--- src/rtl/alu_pkg.sv ---
// Package alu_pkg: operation codes and status-byte bit positions shared
// by the accumulator unit and its submodules.
// Assumes an 8-bit status byte whose bit order is fixed by the controller.
package alu_pkg;
    typedef enum logic [2:0] {
        OP_ADD    = 3'd0,
        OP_ADDC   = 3'd1,
        OP_SUBB   = 3'd2,
        OP_CLRC   = 3'd3,
        OP_SETBC  = 3'd4,
        OP_CPLC   = 3'd5,
        OP_PSWWR  = 3'd6,
        OP_MULDIV = 3'd7
    } alu_op_e;

    localparam int STAT_W = 8;
    localparam int B_CY   = 7;
    localparam int B_AC   = 6;
    localparam int B_UF   = 5;
    localparam int B_BS1  = 4;
    localparam int B_BS0  = 3;
    localparam int B_OV   = 2;
    localparam int B_UB   = 1;
    localparam int B_P    = 0;
endpackage

--- src/rtl/alu_addsub.sv ---
// Module alu_addsub: ripple add/subtract that exposes the carry out of the
// top bit, the nibble carry and signed overflow.
// Assumes DATA_W is even and at least 4. For subtraction, carries are
// reported as borrows.
module alu_addsub #(
    parameter int DATA_W = 8
) (
    input  logic [DATA_W-1:0] a_i,
    input  logic [DATA_W-1:0] b_i,
    input  logic              cin_i,
    input  logic              sub_i,
    output logic [DATA_W-1:0] res_o,
    output logic              cy_o,
    output logic              ac_o,
    output logic              ov_o
);
    localparam int HALF = DATA_W / 2;

    logic [DATA_W-1:0] eff_b;
    logic [DATA_W:0]   carry;

    // Invert the operand and the incoming borrow so subtraction reuses the adder.
    assign eff_b    = sub_i ? ~b_i : b_i;
    assign carry[0] = sub_i ? ~cin_i : cin_i;

    // One full-adder stage per bit.
    for (genvar i = 0; i < DATA_W; i++) begin : g_bit
        assign res_o[i]   = a_i[i] ^ eff_b[i] ^ carry[i];
        assign carry[i+1] = (a_i[i] & eff_b[i]) | (a_i[i] & carry[i]) | (eff_b[i] & carry[i]);
    end

    // Turn the raw carries into flag values. A borrow is an inverted carry.
    assign cy_o = carry[DATA_W] ^ sub_i;
    assign ac_o = carry[HALF] ^ sub_i;
    assign ov_o = carry[DATA_W-1] ^ carry[DATA_W];
endmodule

--- src/rtl/alu_parity.sv ---
// Module alu_parity: odd-parity indicator of a data word.
// Assumes a purely combinational use. The output is 1 for an odd count of ones.
module alu_parity #(
    parameter int DATA_W = 8
) (
    input  logic [DATA_W-1:0] data_i,
    output logic              odd_o
);
    // XOR-reduce the word.
    assign odd_o = ^data_i;
endmodule

--- src/rtl/alu_bank.sv ---
// Module alu_bank: converts the two bank-select bits into the first address
// of the selected group of BANK_REGS working registers.
// Assumes BANK_REGS is a power of two.
module alu_bank #(
    parameter int BANK_REGS = 8
) (
    input  logic [1:0]                      sel_i,
    output logic [$clog2(BANK_REGS)+1:0]    base_o
);
    localparam int SHIFT = $clog2(BANK_REGS);

    // Base equals the bank number scaled by the bank size.
    assign base_o = {sel_i, {SHIFT{1'b0}}};
endmodule

--- src/rtl/acc_flag_alu.sv ---
// Module acc_flag_alu: accumulator plus status byte, updated by one strobed
// operation per cycle. Parity is derived from the accumulator, not stored.
// Assumes operations arrive already decoded. Multiply and divide run
// elsewhere and report only their overflow through ovf_i.
module acc_flag_alu #(
    parameter int DATA_W    = 8,
    parameter int BANK_REGS = 8,
    localparam int BASE_W   = $clog2(BANK_REGS) + 2
) (
    input  logic              clk,
    input  logic              rst_n,
    input  logic              stb_i,
    input  logic [2:0]        op_i,
    input  logic [DATA_W-1:0] operand_i,
    input  logic              ovf_i,
    output logic [DATA_W-1:0] acc_o,
    output logic [7:0]        psw_o,
    output logic [BASE_W-1:0] bank_base_o
);
    import alu_pkg::*;

    alu_op_e           op_e;
    logic [DATA_W-1:0] acc_q, acc_d;
    logic [7:1]        stat_q, stat_d;
    logic [DATA_W-1:0] sum;
    logic              sum_cy, sum_ac, sum_ov, is_sub, cin, par;

    // Present the raw code as the enumerated operation.
    assign op_e   = alu_op_e'(op_i);
    assign is_sub = (op_e == OP_SUBB);
    assign cin    = (op_e == OP_ADD) ? 1'b0 : stat_q[B_CY];

    alu_addsub #(.DATA_W(DATA_W)) u_addsub (
        .a_i(acc_q), .b_i(operand_i), .cin_i(cin), .sub_i(is_sub),
        .res_o(sum), .cy_o(sum_cy), .ac_o(sum_ac), .ov_o(sum_ov)
    );

    alu_parity #(.DATA_W(DATA_W)) u_parity (.data_i(acc_q), .odd_o(par));

    alu_bank #(.BANK_REGS(BANK_REGS)) u_bank (
        .sel_i({stat_q[B_BS1], stat_q[B_BS0]}), .base_o(bank_base_o)
    );

    // Select the next accumulator and stored status bits from the operation.
    always_comb begin
        acc_d  = acc_q;
        stat_d = stat_q;
        if (stb_i) begin
            unique case (op_e)
                OP_ADD, OP_ADDC, OP_SUBB: begin
                    acc_d        = sum;
                    stat_d[B_CY] = sum_cy;
                    stat_d[B_AC] = sum_ac;
                    stat_d[B_OV] = sum_ov;
                end
                OP_CLRC:   stat_d[B_CY] = 1'b0;
                OP_SETBC:  stat_d[B_CY] = 1'b1;
                OP_CPLC:   stat_d[B_CY] = ~stat_q[B_CY];
                OP_PSWWR:  stat_d = operand_i[7:1];
                OP_MULDIV: begin
                    stat_d[B_CY] = 1'b0;
                    stat_d[B_OV] = ovf_i;
                end
                default: ;
            endcase
        end
    end

    // Register the accumulator and status bits with a synchronous reset.
    always_ff @(posedge clk) begin
        if (!rst_n) begin
            acc_q  <= '0;
            stat_q <= '0;
        end else begin
            acc_q  <= acc_d;
            stat_q <= stat_d;
        end
    end

    assign acc_o = acc_q;
    assign psw_o = {stat_q, par};


    clrc_chk: assert property (@(posedge clk) disable iff (!rst_n)
        (stb_i && op_e == OP_CLRC) |=> (psw_o[B_CY] == 1'b0 && $stable(acc_o) && $stable(psw_o[6:1])));

    setbc_chk: assert property (@(posedge clk) disable iff (!rst_n)
        (stb_i && op_e == OP_SETBC) |=> (psw_o[B_CY] == 1'b1 && $stable(acc_o) && $stable(psw_o[6:1])));

    cplc_chk: assert property (@(posedge clk) disable iff (!rst_n)
        (stb_i && op_e == OP_CPLC) |=> (psw_o[B_CY] != $past(psw_o[B_CY]) && $stable(acc_o)));

    pswwr_chk: assert property (@(posedge clk) disable iff (!rst_n)
        (stb_i && op_e == OP_PSWWR) |=> (psw_o[7:1] == $past(operand_i[7:1]) && $stable(acc_o)));

    muldiv_chk: assert property (@(posedge clk) disable iff (!rst_n)
        (stb_i && op_e == OP_MULDIV) |=> (!psw_o[B_CY] && psw_o[B_OV] == $past(ovf_i) && $stable(acc_o)));

    idle_hold_chk: assert property (@(posedge clk) disable iff (!rst_n)
        !stb_i |=> ($stable(acc_o) && $stable(psw_o[7:1])));

    arith_keep_chk: assert property (@(posedge clk) disable iff (!rst_n)
        (stb_i && (op_e == OP_ADD || op_e == OP_ADDC || op_e == OP_SUBB))
        |=> ($stable(psw_o[5:3]) && $stable(psw_o[B_UB])));

    parity_chk: assert property (@(posedge clk) disable iff (!rst_n)
        psw_o[B_P] == ($countones(acc_o) % 2 == 1));

    bank_align_chk: assert property (@(posedge clk) disable iff (!rst_n)
        (bank_base_o[BASE_W-3:0] == '0) && (bank_base_o[BASE_W-1:BASE_W-2] == psw_o[4:3]));
endmodule

--- config.mk ---
export PLATFORM = sky130hd
export DESIGN_NAME = acc_flag_alu
export DESIGN_NICKNAME = d
export VERILOG_FILES = /design/src/rtl/alu_pkg.sv /design/src/rtl/alu_addsub.sv /design/src/rtl/alu_parity.sv /design/src/rtl/alu_bank.sv /design/src/rtl/acc_flag_alu.sv
export SDC_FILE = /design/constraint.sdc
export NUM_CORES = 1
export LEC_CHECK = 0
export ABC_AREA = 1
export BUFFER_PORTS_ARGS = -buffer_cell sky130_fd_sc_hd__clkbuf_2
export CAP_MARGIN = 0
export CORE_MARGIN = 2
export CORE_UTILIZATION = 45
export DETAILED_ROUTE_END_ITERATION = 12
export PLACE_DENSITY = 0.72
export SLEW_MARGIN = 0
export SYNTH_ARGS = -nofsm -noshare
export SYNTH_HDL_FRONTEND = slang
export SYNTH_SLANG_ARGS = --single-unit
--- constraint.sdc ---
create_clock -name clk -period 9.8 [get_ports clk]
set_clock_uncertainty 0.1 [all_clocks]
set_input_delay 0.98 -clock clk [delete_from_list [all_inputs] [get_ports clk]]
set_output_delay 0.98 -clock clk [all_outputs]
set_load 0.05 [all_outputs]
==> results of run 1 <==
[cell families after synthesis]
kind of cell	after synthesis	synth area share [%]
xor gates and xnor gates	16	12.0
other	1	0.322
DFF	15	25.8
and+or+nand+nor	57	23.7
buffers and inverters	30	13.2
adders and majority gates	8	13.8
AOI/OAI and AO/OA	23	11.2
[per-stage QoR]
step | utilization [%] | setup slack, ns | cells
after floorplan | - | 4.62 | 152
after global placement | 52.4 | 4.44 | 203
after detailed placement | 52.4 | 4.20 | 203
after CTS | 53.5 | 4.49 | 207
after global routing | 53.5 | 4.33 | 207
final | 53.5 | 4.50 | 207
[area by class of cell]
type	instances	area (µm²)
clock buffer	4	26.3
fill	260	1140
inverter	19	71.3
multi-input combinational	107	717
sequential	15	300
tap	30	37.5
timing repair buffer	32	160
[worst max-delay path, delay by kind of cell]
kind	cells	cell delay, ns
adders and majority gates	8	3.14
and+or+nand+nor	2	0.23
buffers and inverters	3	0.29
AOI/OAI and AO/OA	3	0.57
xor gates and xnor gates	1	0.18
[routing by layer]
metal | track usage (%) | vias to the layer above | wire length [µm]
met5 | 0 | - | 0
met4 | 6.67 | 0 | 17
met3 | 2.46 | 2 | 91
met2 | 30.0 | 24 | 1180
met1 | 21.6 | 461 | 1010
li1 | - | 515 | -
[layout by cell type, fill, tap and decap left out]
master / Yosys / final
dfxtp_1: 15 / 15
nand2_1: 28 / 28
nand2_2: 4 / 4
conb_1: 1 / 3
clkbuf_1: 0 / 1
nand3_2: 1 / 1
inv_1: 17 / 17
nor2_4: 2 / 2
a21oi_2: 4 / 4
and2_1: 1 / 1
nand3_1: 12 / 12
nand2_4: 1 / 1
nor3_1: 1 / 1
a21oi_1: 13 / 13
o21ai_0: 6 / 6
xnor2_1: 6 / 6
fa_1: 8 / 8
clkbuf_2: 0 / 32
nand3b_1: 1 / 1
nor2_1: 6 / 6
clkbuf_4: 0 / 3
inv_2: 2 / 2
xor2_1: 10 / 10
[worst max-delay path by stage]
stage | from | end | slack [ns] | cells after the start
final | op_i[1] | stat_q[2]$_SDFFE_PN0P_ | 4.50 | 17
after global routing | op_i[0] | stat_q[2]$_SDFFE_PN0P_ | 4.33 | 16
after CTS | op_i[1] | stat_q[2]$_SDFFE_PN0P_ | 4.49 | 17
after detailed placement | op_i[0] | stat_q[2]$_SDFFE_PN0P_ | 4.20 | 16
after global placement | op_i[0] | stat_q[2]$_SDFFE_PN0P_ | 4.44 | 16
after floorplan | op_i[0] | stat_q[2]$_SDFFE_PN0P_ | 4.62 | 16
[power groups by stage]
stage / clock, mW / sequential (mW) / combinational [mW]
6_report: 0.0350 / 0.0681 / 0.0760
5_1_grt: 0.0395 / 0.0688 / 0.0842
4_1_cts: 0.0367 / 0.0682 / 0.0770
3_5_place_dp: 0 / 0.0697 / 0.0769
3_3_place_gp: 0 / 0.0695 / 0.0746
2_1_floorplan: 0 / 0.0828 / 0.0516
[state kept, by name (all words and copies together) (netlist names)]
signal and flops:
acc_o 8, stat_q 7
==> impl_results.md, run 1 <==
* Total Wirelength at 2300 µm
* Avg Cell Area, Syn at 7.76 µm²
* EDFF count, synth at 0
* Synth async-reset ratio at 0%
* Synthesis-to-finish area growth at 12.8%
* First-pass GRT wire length at 3740 µm
* Ys flop type: dfxtp_1
* Flop pwr share at 38.0%
* Worst-case reg-to-reg path depth at 14
* Post-CTS Setup Bufs at 0
* Cell Rows at 18
* Psw at 0.0752 mW
* Vias at 1002
* Rel. slew slack at 61.3%
* Internal Power at 0.104 mW
* Worst-Skew Late Latency at 0.28 ns
* Pwr Total at 0.179 mW
* #FFs+latches synth at 15
* Max cap viols at 0
* Routed Antenna Nets at 0
* Critical path peak fanout at 10
* Hold path start: stat_q[5]$_SDFFE_PN0P_
* Worst hold path depth at 2
* Worst path slowest cell: fa_1
* Crit path kind: input pin to register
* Synthesized area at 0.00116 mm²
* CP Launch Type: input pin
* Leading cell types by count after synthesis: nand2_1, inv_1, dfxtp_1, a21oi_1, nand3_1
* Minimum clock period at 5.30 ns
* I/O Buffers at 32
* Die span in x at 54.9 µm
* Final instance area at 0.00131 mm²
* Ys Warns at 0
* CTS root buf: clkbuf_4
* Nets at 201
* GRT Overall Usage at 17.4%
* Combinational Power Share at 42.4%
* Net Sw Frac at 42.0%
* Actual slew at the worst max-slew pin at 0.581 ns
* Die area at 0.00301 mm²
* CP cell instances: clkbuf_2, inv_2, nor2_4, nand2_4, o21ai_0, fa_1, inv_1, fa_1, fa_1, fa_1, fa_1, fa_1, fa_1, fa_1, xor2_1, o21ai_0, a21oi_2
* Initial Util at 47.4%
* Most frequent cell after synthesis: nand2_1
* Initial antenna violation count at 0
* Status: finished, final reports clean
* Average vias per placed instance at 4.84
* Resize count post-CTS at 0
* Critical R2R Launch: stat_q[7]$_SDFFE_PN0P_
* Gp weighted congestion at 0.881
* IO Pins at 36
* RSZ-0062 raised after global routing: no
* Leading area contributor after synthesis: dfxtp_1
* Worst-path clk slew at 0.09 ns
* Seq/Total Area, Yosys at 25.8%
* Max-slew violations at 0
* Delay of the slowest critical-path stage at 0.46 ns
* DRT iter0 DRCs at 31
* Hold slack at 0.373 ns
* Crit path capture type: register
* Cell variety after synth at 23
* Core Region at 0.00245 mm²
* Period utilization at 54.1%
* Largest net degree at the start of global routing at 18
* Crit path DAT at 5.37 ns
* # clock sinks at 15
* Hold Path End: stat_q[5]$_SDFFE_PN0P_
* Mapped Cells at 150
* Diode count at 0
* Num CTS Buffers at 3
* CTS H-tree lvls at 1
* Dpl hpwl at 1980 µm
* Post-synth top area share at 25.8%
* Most numerous cell on the critical path: fa_1
* Peak supply drop at 0.0000949 V
* Final setup viols at 0
* Clock Power Share at 19.6%
* Placed standard-cell area at 0.00129 mm²
* Final Hold Viols at 0
* Worst Path Required at 9.87 ns
* Worst hold path type: register to register
* Synth area leaders: dfxtp_1, fa_1, nand2_1, xor2_1, a21oi_1
* DR WL/cell at 11.1 µm
* Leakage power at 0.618 nW
* Hold_buf cts at 0
* Max Buffers Root-to-Sink at 2
* Share of cells above drive strength 1 at 27.7%
* Drt drc at 0
* Reg2Reg Capture Point: stat_q[2]$_SDFFE_PN0P_
* Vias in the first global route at 915
* Residual overflow from global routing at 0
* Die Span Y at 54.9 µm
* CTS tree: yes
* Flop-to-flop setup slack at 5.30 ns
* PD cells at 136 mW/mm²
* Setup TNS at 0 ns
* Max Fclk at 0.189 GHz
* Drt pass-1 iters at 4
No activity file was read; power rests on OpenSTA's default activity.
==> inputs of run 2 (changes only) <==
--- a/config.mk
+++ b/config.mk
@@ -11,7 +11,7 @@
 export CORE_MARGIN = 2
 export CORE_UTILIZATION = 45
 export DETAILED_ROUTE_END_ITERATION = 12
-export PLACE_DENSITY = 0.72
+export PLACE_DENSITY = 0.74
 export SLEW_MARGIN = 0
 export SYNTH_ARGS = -nofsm -noshare
 export SYNTH_HDL_FRONTEND = slang
==> constraint.sdc (replaced) <==
create_clock -name clk -period 4.8 [get_ports clk]
set_clock_uncertainty 0.1 [all_clocks]
set_input_delay 0.48 -clock clk [delete_from_list [all_inputs] [get_ports clk]]
set_output_delay 0.48 -clock clk [all_outputs]
set_load 0.05 [all_outputs]
==> run 2 against run 1 <==
  * Non-clock buffer count rose by 6
  * Cell area rose by 3.4%
  * Sequential cell count did not move
  * Critical endpoint unchanged
  * Largest cell class unchanged
==> impl_results.md, run 2 (same netlist as run 1, synthesis figures left out) <==
* Period utilization at 93.6%
* Largest register FFs at 8 (unchanged)
* # clock sinks at 15 (unchanged)
* Worst-path clk slew at 0.09 ns (about the same)
* Vias at 1006 (+0.40%)
* Drt pass-1 iters at 4 (unchanged)
* Max-slew violations at 0 (unchanged)
* Initial Util at 47.4% (unchanged)
* CTS H-tree lvls at 1 (unchanged)
* Drt drc at 0 (unchanged)
* Final setup viols at 0 (unchanged)
* Max cap viols at 0 (unchanged)
* Actual slew at the worst max-slew pin at 0.567 ns (-0.0132 ns)
* CTS tree: yes
* DR WL/cell at 11.2 µm (+0.81%)
* DRT iter0 DRCs at 12 (-61%)
* Hold_buf cts at 0 (unchanged)
* Most frequent cells in the layout: clkbuf_2, nand2_1, inv_1
* Initial antenna violation count at 0 (unchanged)
* Nets at 207 (+3.0%)
* RSZ-0062 raised after global routing: no
* Crit path DAT at 4.58 ns (-0.79 ns)
* PD cells at 276 mW/mm² (+100%)
* Commonest non-fill, non-tap cell in the layout: clkbuf_2
* Setup TNS at 0 ns (unchanged)
* Worst Path Required at 4.88 ns (-4.99 ns)
* Vias in the first global route at 894 (-2.3%)
* Hold path start: operand_i[3]
* Cell Rows at 18 (unchanged)
* Most numerous cell on the critical path: fa_1
* Critical Path Start: op_i[2]
* GRT Overall Usage at 18.3% (+0.90 points)
* Average vias per placed instance at 4.72 (-2.4%)
* Max Buffers Root-to-Sink at 2 (unchanged)
* Diode count at 0 (unchanged)
* Critical path peak fanout at 4 (-6)
* Max Fclk at 0.222 GHz
* Hold slack at 0.360 ns (-0.0128 ns)
* Rel. slew slack at 62.2% (+0.88 points)
* Gp weighted congestion at 0.835 (-5.3%)
* Crit path kind: input pin to register
* Delay of the slowest critical-path stage at 0.46 ns (about the same)
* Critical R2R Launch: stat_q[7]$_SDFFE_PN0P_
* Share of cells above drive strength 1 at 30.1% (+2.4 points)
* First-pass GRT wire length at 3770 µm (+0.94%)
* Routed Antenna Nets at 0 (unchanged)
* IO Pins at 36 (unchanged)
* Leakage power at 0.645 nW (+4.4%)
* Placed insts at 209 (+3.0%)
* Worst path slowest cell: fa_1
* Die Span Y at 54.9 µm (unchanged)
* CTS root buf: clkbuf_4
* Fin util at 55.3% (+1.8 points)
* Minimum clock period at 4.50 ns
* Crit path capture type: register
* Largest net degree at the start of global routing at 18 (unchanged)
* CP Launch Type: input pin
* Die span in x at 54.9 µm (unchanged)
* I/O Buffers at 32 (unchanged)
* Core Region at 0.00245 mm² (unchanged)
* Peak supply drop at 0.000182 V (+92%)
* CP cell instances: clkbuf_2, inv_1, nand2_4, xnor2_1, fa_1, inv_1, fa_1, fa_1, fa_1, fa_1, fa_1, fa_1, fa_1, xor2_1, o21ai_0, a21oi_2
* Num CTS Buffers at 3 (unchanged)
* Post-Layout Cell Count at 213 (+2.9%)
* Residual overflow from global routing at 0 (unchanged)
* Status: finished, final reports clean
* Worst hold path type: input pin to register
* Worst-Skew Late Latency at 0.29 ns (about the same)
* Die area at 0.00301 mm² (unchanged)
* Final Hold Viols at 0 (unchanged)
* Fill count at 246 (-5.4%)
* Synthesis-to-finish area growth at 16.7%
* Total Wirelength at 2390 µm (+3.7%)
* Dpl hpwl at 1990 µm (+0.34%)
-- run 2: cell types whose count changed in the layout (fill, tap and decap cells not counted), sizes merged --
cell  change
buf       +6
-- run 2: cell type report --
cell class                 count  area, µm²  area share (%)
clock buffer                   4       26.3            1.94
inverter                      19       71.3            5.25
multi-input combinational    107        717            52.8
sequential                    15        300            22.1
tap                           30       37.5            2.76
timing repair buffer          38        205            15.1
-- run 2: layer usage --
| metal | vias to the layer above | global-route usage (%) | routed length, µm |
|---|---|---|---|
| li1 | 526 | - | - |
| met1 | 453 | 21.7 | 1050 |
| met2 | 23 | 29.4 | 1180 |
| met3 | 4 | 3.83 | 116 |
| met4 | 0 | 12.1 | 36 |
| met5 | - | 0 | 0 |
-- run 2: final timing paths --
check / depth (start not counted) / end / slack, ns
worst max register to register: 14 / stat_q[2]$_SDFFE_PN0P_ / 0.39
worst min-delay path: 3 / stat_q[3]$_SDFFE_PN0P_ / 0.36
worst max-delay path: 16 / stat_q[2]$_SDFFE_PN0P_ / 0.30
worst min register to register: 2 / stat_q[5]$_SDFFE_PN0P_ / 0.37
-- run 2: worst max-delay path, delay by kind of cell --
| kind | cells | cell delay [ns] |
|---|---|---|
| adder cells (fa/ha/maj) | 8 | 3.06 |
| buffers and inverters | 3 | 0.29 |
| AND/OR/NAND/NOR | 1 | 0.07 |
| AO/OA/AOI/OAI | 2 | 0.27 |
| XOR/XNOR | 2 | 0.39 |
-- run 2: stage by stage --
step	power [mW]	setup WS (ns)	cell area, µm²
after floorplan	0.274	0.124	1170
after global placement	0.298	0.125	1330
after detailed placement	0.304	-0.113	1330
after CTS	0.378	0.201	1360
after global routing	0.400	0.0876	1360
final	0.375	0.305	1360
-- run 2: power breakdown --
part           total, mW  internal (mW)  switching, mW  leakage, nW
Sequential         0.139          0.132        0.00678        0.123
Combinational      0.160         0.0519          0.108        0.508
Clock             0.0754         0.0324         0.0431       0.0150
-- run 2: repair_timing --
action,CTS,global route
buffers inserted,0,0
endpoints found under the setup margin,0,1
gates resized for setup,0,1
==> inputs of run 3 (changes only) <==
--- a/config.mk
+++ b/config.mk
@@ -10,9 +10,12 @@
 export CAP_MARGIN = 0
 export CORE_MARGIN = 2
 export CORE_UTILIZATION = 45
+export CTS_BUF_LIST = sky130_fd_sc_hd__clkbuf_4 sky130_fd_sc_hd__clkbuf_8
 export DETAILED_ROUTE_END_ITERATION = 12
 export PLACE_DENSITY = 0.74
+export RECOVER_POWER = 100
 export SLEW_MARGIN = 0
 export SYNTH_ARGS = -nofsm -noshare
 export SYNTH_HDL_FRONTEND = slang
 export SYNTH_SLANG_ARGS = --single-unit
+export TNS_END_PERCENT = 20
==> run 3 against run 2 <==
  * Largest cell class unchanged
  * Combinational power shrank 3%
  * Utilization shrank 1.8 points
  * Non-clock buffer count is the same
  * Critical endpoint unchanged
  * Fmax shrank 0.83%
  * Sequential share of layout area grew 0.76 points
  * Worst setup slack lost 0.037 ns
  * Clock power grew 6.5%
  * Cell area shrank 3.3%
  * Clock-buffer cell count is the same
  * Largest power group unchanged
  * First-iteration DRC count shrank 58%
==> impl_results.md, run 3 (same netlist as run 1, synthesis figures left out) <==
* Hold slack at 0.362 ns (+0.00222 ns)
* Minimum clock period at 4.53 ns (+0.0374 ns)
* Hold path start: operand_i[3]
* GRT Overall Usage at 18.3% (unchanged)
* Max-slew violations at 0 (unchanged)
* CTS tree: yes
* Drt pass-1 iters at 2 (-2)
* Residual overflow from global routing at 0 (unchanged)
* Routed Antenna Nets at 0 (unchanged)
* I/O Buffers at 32 (unchanged)
* CTS H-tree lvls at 1 (unchanged)
* Max cap viols at 0 (unchanged)
* Die Span Y at 54.9 µm (unchanged)
* CTS root buf: clkbuf_4
* Largest net degree at the start of global routing at 18 (unchanged)
* Most frequent cells in the layout: nand2_1, clkbuf_1, inv_1
* Placed standard-cell area at 0.00133 mm² (unchanged)
* Status: finished, final reports clean
* Reg2Reg Capture Point: stat_q[2]$_SDFFE_PN0P_
* Die area at 0.00301 mm² (unchanged)
* Final setup viols at 0 (unchanged)
* Largest register FFs at 8 (unchanged)
* Critical path peak fanout at 4 (unchanged)
* Max Buffers Root-to-Sink at 2 (unchanged)
* Fin util at 53.5% (-1.8 points)
* Worst-Skew Late Latency at 0.29 ns (about the same)
* Average vias per placed instance at 4.69 (-0.60%)
* CP Launch Type: input pin
* Synthesis-to-finish area growth at 12.8%
* Share of cells above drive strength 1 at 16.9% (-13 points)
* Vias in the first global route at 894 (unchanged)
* Max Fclk at 0.221 GHz (-0.83%)
* Worst hold path type: input pin to register
* DR WL/cell at 11.5 µm (+2.2%)
* Fill count at 266 (+8.1%)
* Worst hold path depth at 3 (unchanged)
* Cell Rows at 18 (unchanged)
* Hold Path End: stat_q[3]$_SDFFE_PN0P_
* Commonest non-fill, non-tap cell in the layout: nand2_1
* Crit path capture type: register
* Vias at 1000 (-0.60%)
* Period utilization at 94.4% (+0.78 points)
* Actual slew at the worst max-slew pin at 0.918 ns (+0.351 ns)
* Num CTS Buffers at 3 (unchanged)
* Final Hold Viols at 0 (unchanged)
* Post-CTS Setup Bufs at 0 (unchanged)
* # clock sinks at 15 (unchanged)
* Worst-case reg-to-reg path depth at 14 (unchanged)
* Drt drc at 0 (unchanged)
* Leakage power at 0.578 nW (-10%)
* DRT iter0 DRCs at 5 (-7)
* Final instance area at 0.00131 mm² (-3.3%)
* Pwr Total at 0.374 mW (-0.23%)
* Core Region at 0.00245 mm² (unchanged)
* Hold_buf cts at 0 (unchanged)
* Die span in x at 54.9 µm (unchanged)
* Peak supply drop at 0.000178 V (-2.3%)
* Diode count at 0 (unchanged)
* RSZ-0062 raised after global routing: no
* PD cells at 285 mW/mm² (+3.2%)
* Critical R2R Launch: stat_q[7]$_SDFFE_PN0P_
* First-pass GRT wire length at 3770 µm (unchanged)
* Nets at 207 (unchanged)
* Crit path kind: input pin to register
* Worst-path clk slew at 0.09 ns (about the same)
* Rel. slew slack at 38.8% (-23 points)
* Gp weighted congestion at 0.835 (unchanged)
* Total Wirelength at 2440 µm (+2.2%)
* Initial Util at 47.4% (unchanged)
* Flop-to-flop setup slack at 0.37 ns (-0.02 ns)
* Crit path DAT at 4.61 ns (+0.03 ns)
* Initial antenna violation count at 0 (unchanged)
* IO Pins at 36 (unchanged)
* Worst Path Required at 4.88 ns (about the same)
* Dpl hpwl at 1990 µm (unchanged)
## run 3: changes by cell type in the layout (fill, tap and decap cells not counted), moves of 2 or more
cell / change
a21oi_2: -2
buf_4: -2
a21oi_1: +2
clkbuf_1: +20
clkbuf_2: -19
## run 3: power breakdown
part,total [mW],switching (mW),internal (mW)
Clock,0.0803,0.0423,0.0380
Sequential,0.139,0.00671,0.132
Combinational,0.155,0.108,0.0471
## run 3: worst max path at each step
stage,start,to,slack (ns),cells after the start
floorplan,op_i[0],stat_q[2]$_SDFFE_PN0P_,0.12,16
global placement,op_i[1],stat_q[2]$_SDFFE_PN0P_,0.12,17
detailed placement,op_i[1],stat_q[2]$_SDFFE_PN0P_,-0.11,17
CTS,op_i[1],stat_q[2]$_SDFFE_PN0P_,0.20,17
global route,op_i[1],stat_q[2]$_SDFFE_PN0P_,0.06,17
finish,op_i[1],stat_q[2]$_SDFFE_PN0P_,0.27,17
## run 3: repair_timing
item | in CTS | in global routing
resized for setup | 0 | 1
setup endpoints to repair | 0 | 1
hold endpoints to repair | 0 | 0
## run 3: cell type report
type / instances / area, µm² / area share [%]
tap: 30 / 37.5 / 2.86
multi-input combinational: 107 / 699 / 53.3
inverter: 19 / 71.3 / 5.43
timing repair buffer: 38 / 174 / 13.3
sequential: 15 / 300 / 22.9
clock buffer: 4 / 30.0 / 2.29
## run 3: worst max-delay path, cell delays in order
cell and delay, ns:
clkbuf_1 0.11, inv_2 0.07, nor2_4 0.10, nand2_4 0.07
xnor2_1 0.21, fa_1 0.22, inv_1 0.05, fa_1 0.37
fa_1 0.39, fa_1 0.42, fa_1 0.40, fa_1 0.38
fa_1 0.42, fa_1 0.46, xor2_1 0.18, o21ai_0 0.20
a21oi_2 0.07
## run 3: through the flow
stage / setup WS [ns] / instances / TNS (ns)
2_1_floorplan: 0.124 / 152 / 0
3_3_place_gp: 0.125 / 209 / 0
3_5_place_dp: -0.113 / 209 / -0.164
4_1_cts: 0.202 / 213 / 0
5_1_grt: 0.0582 / 213 / 0
6_report: 0.268 / 213 / 0
## run 3: per-layer routing
layer  global-route usage, %  routed length [µm]  vias up
li1                        -                   -      525
met1                    21.7                1100      446
met2                    29.4                1190       25
met3                    3.83                 119        4
met4                    12.1                  37        0
met5                       0                   0        -
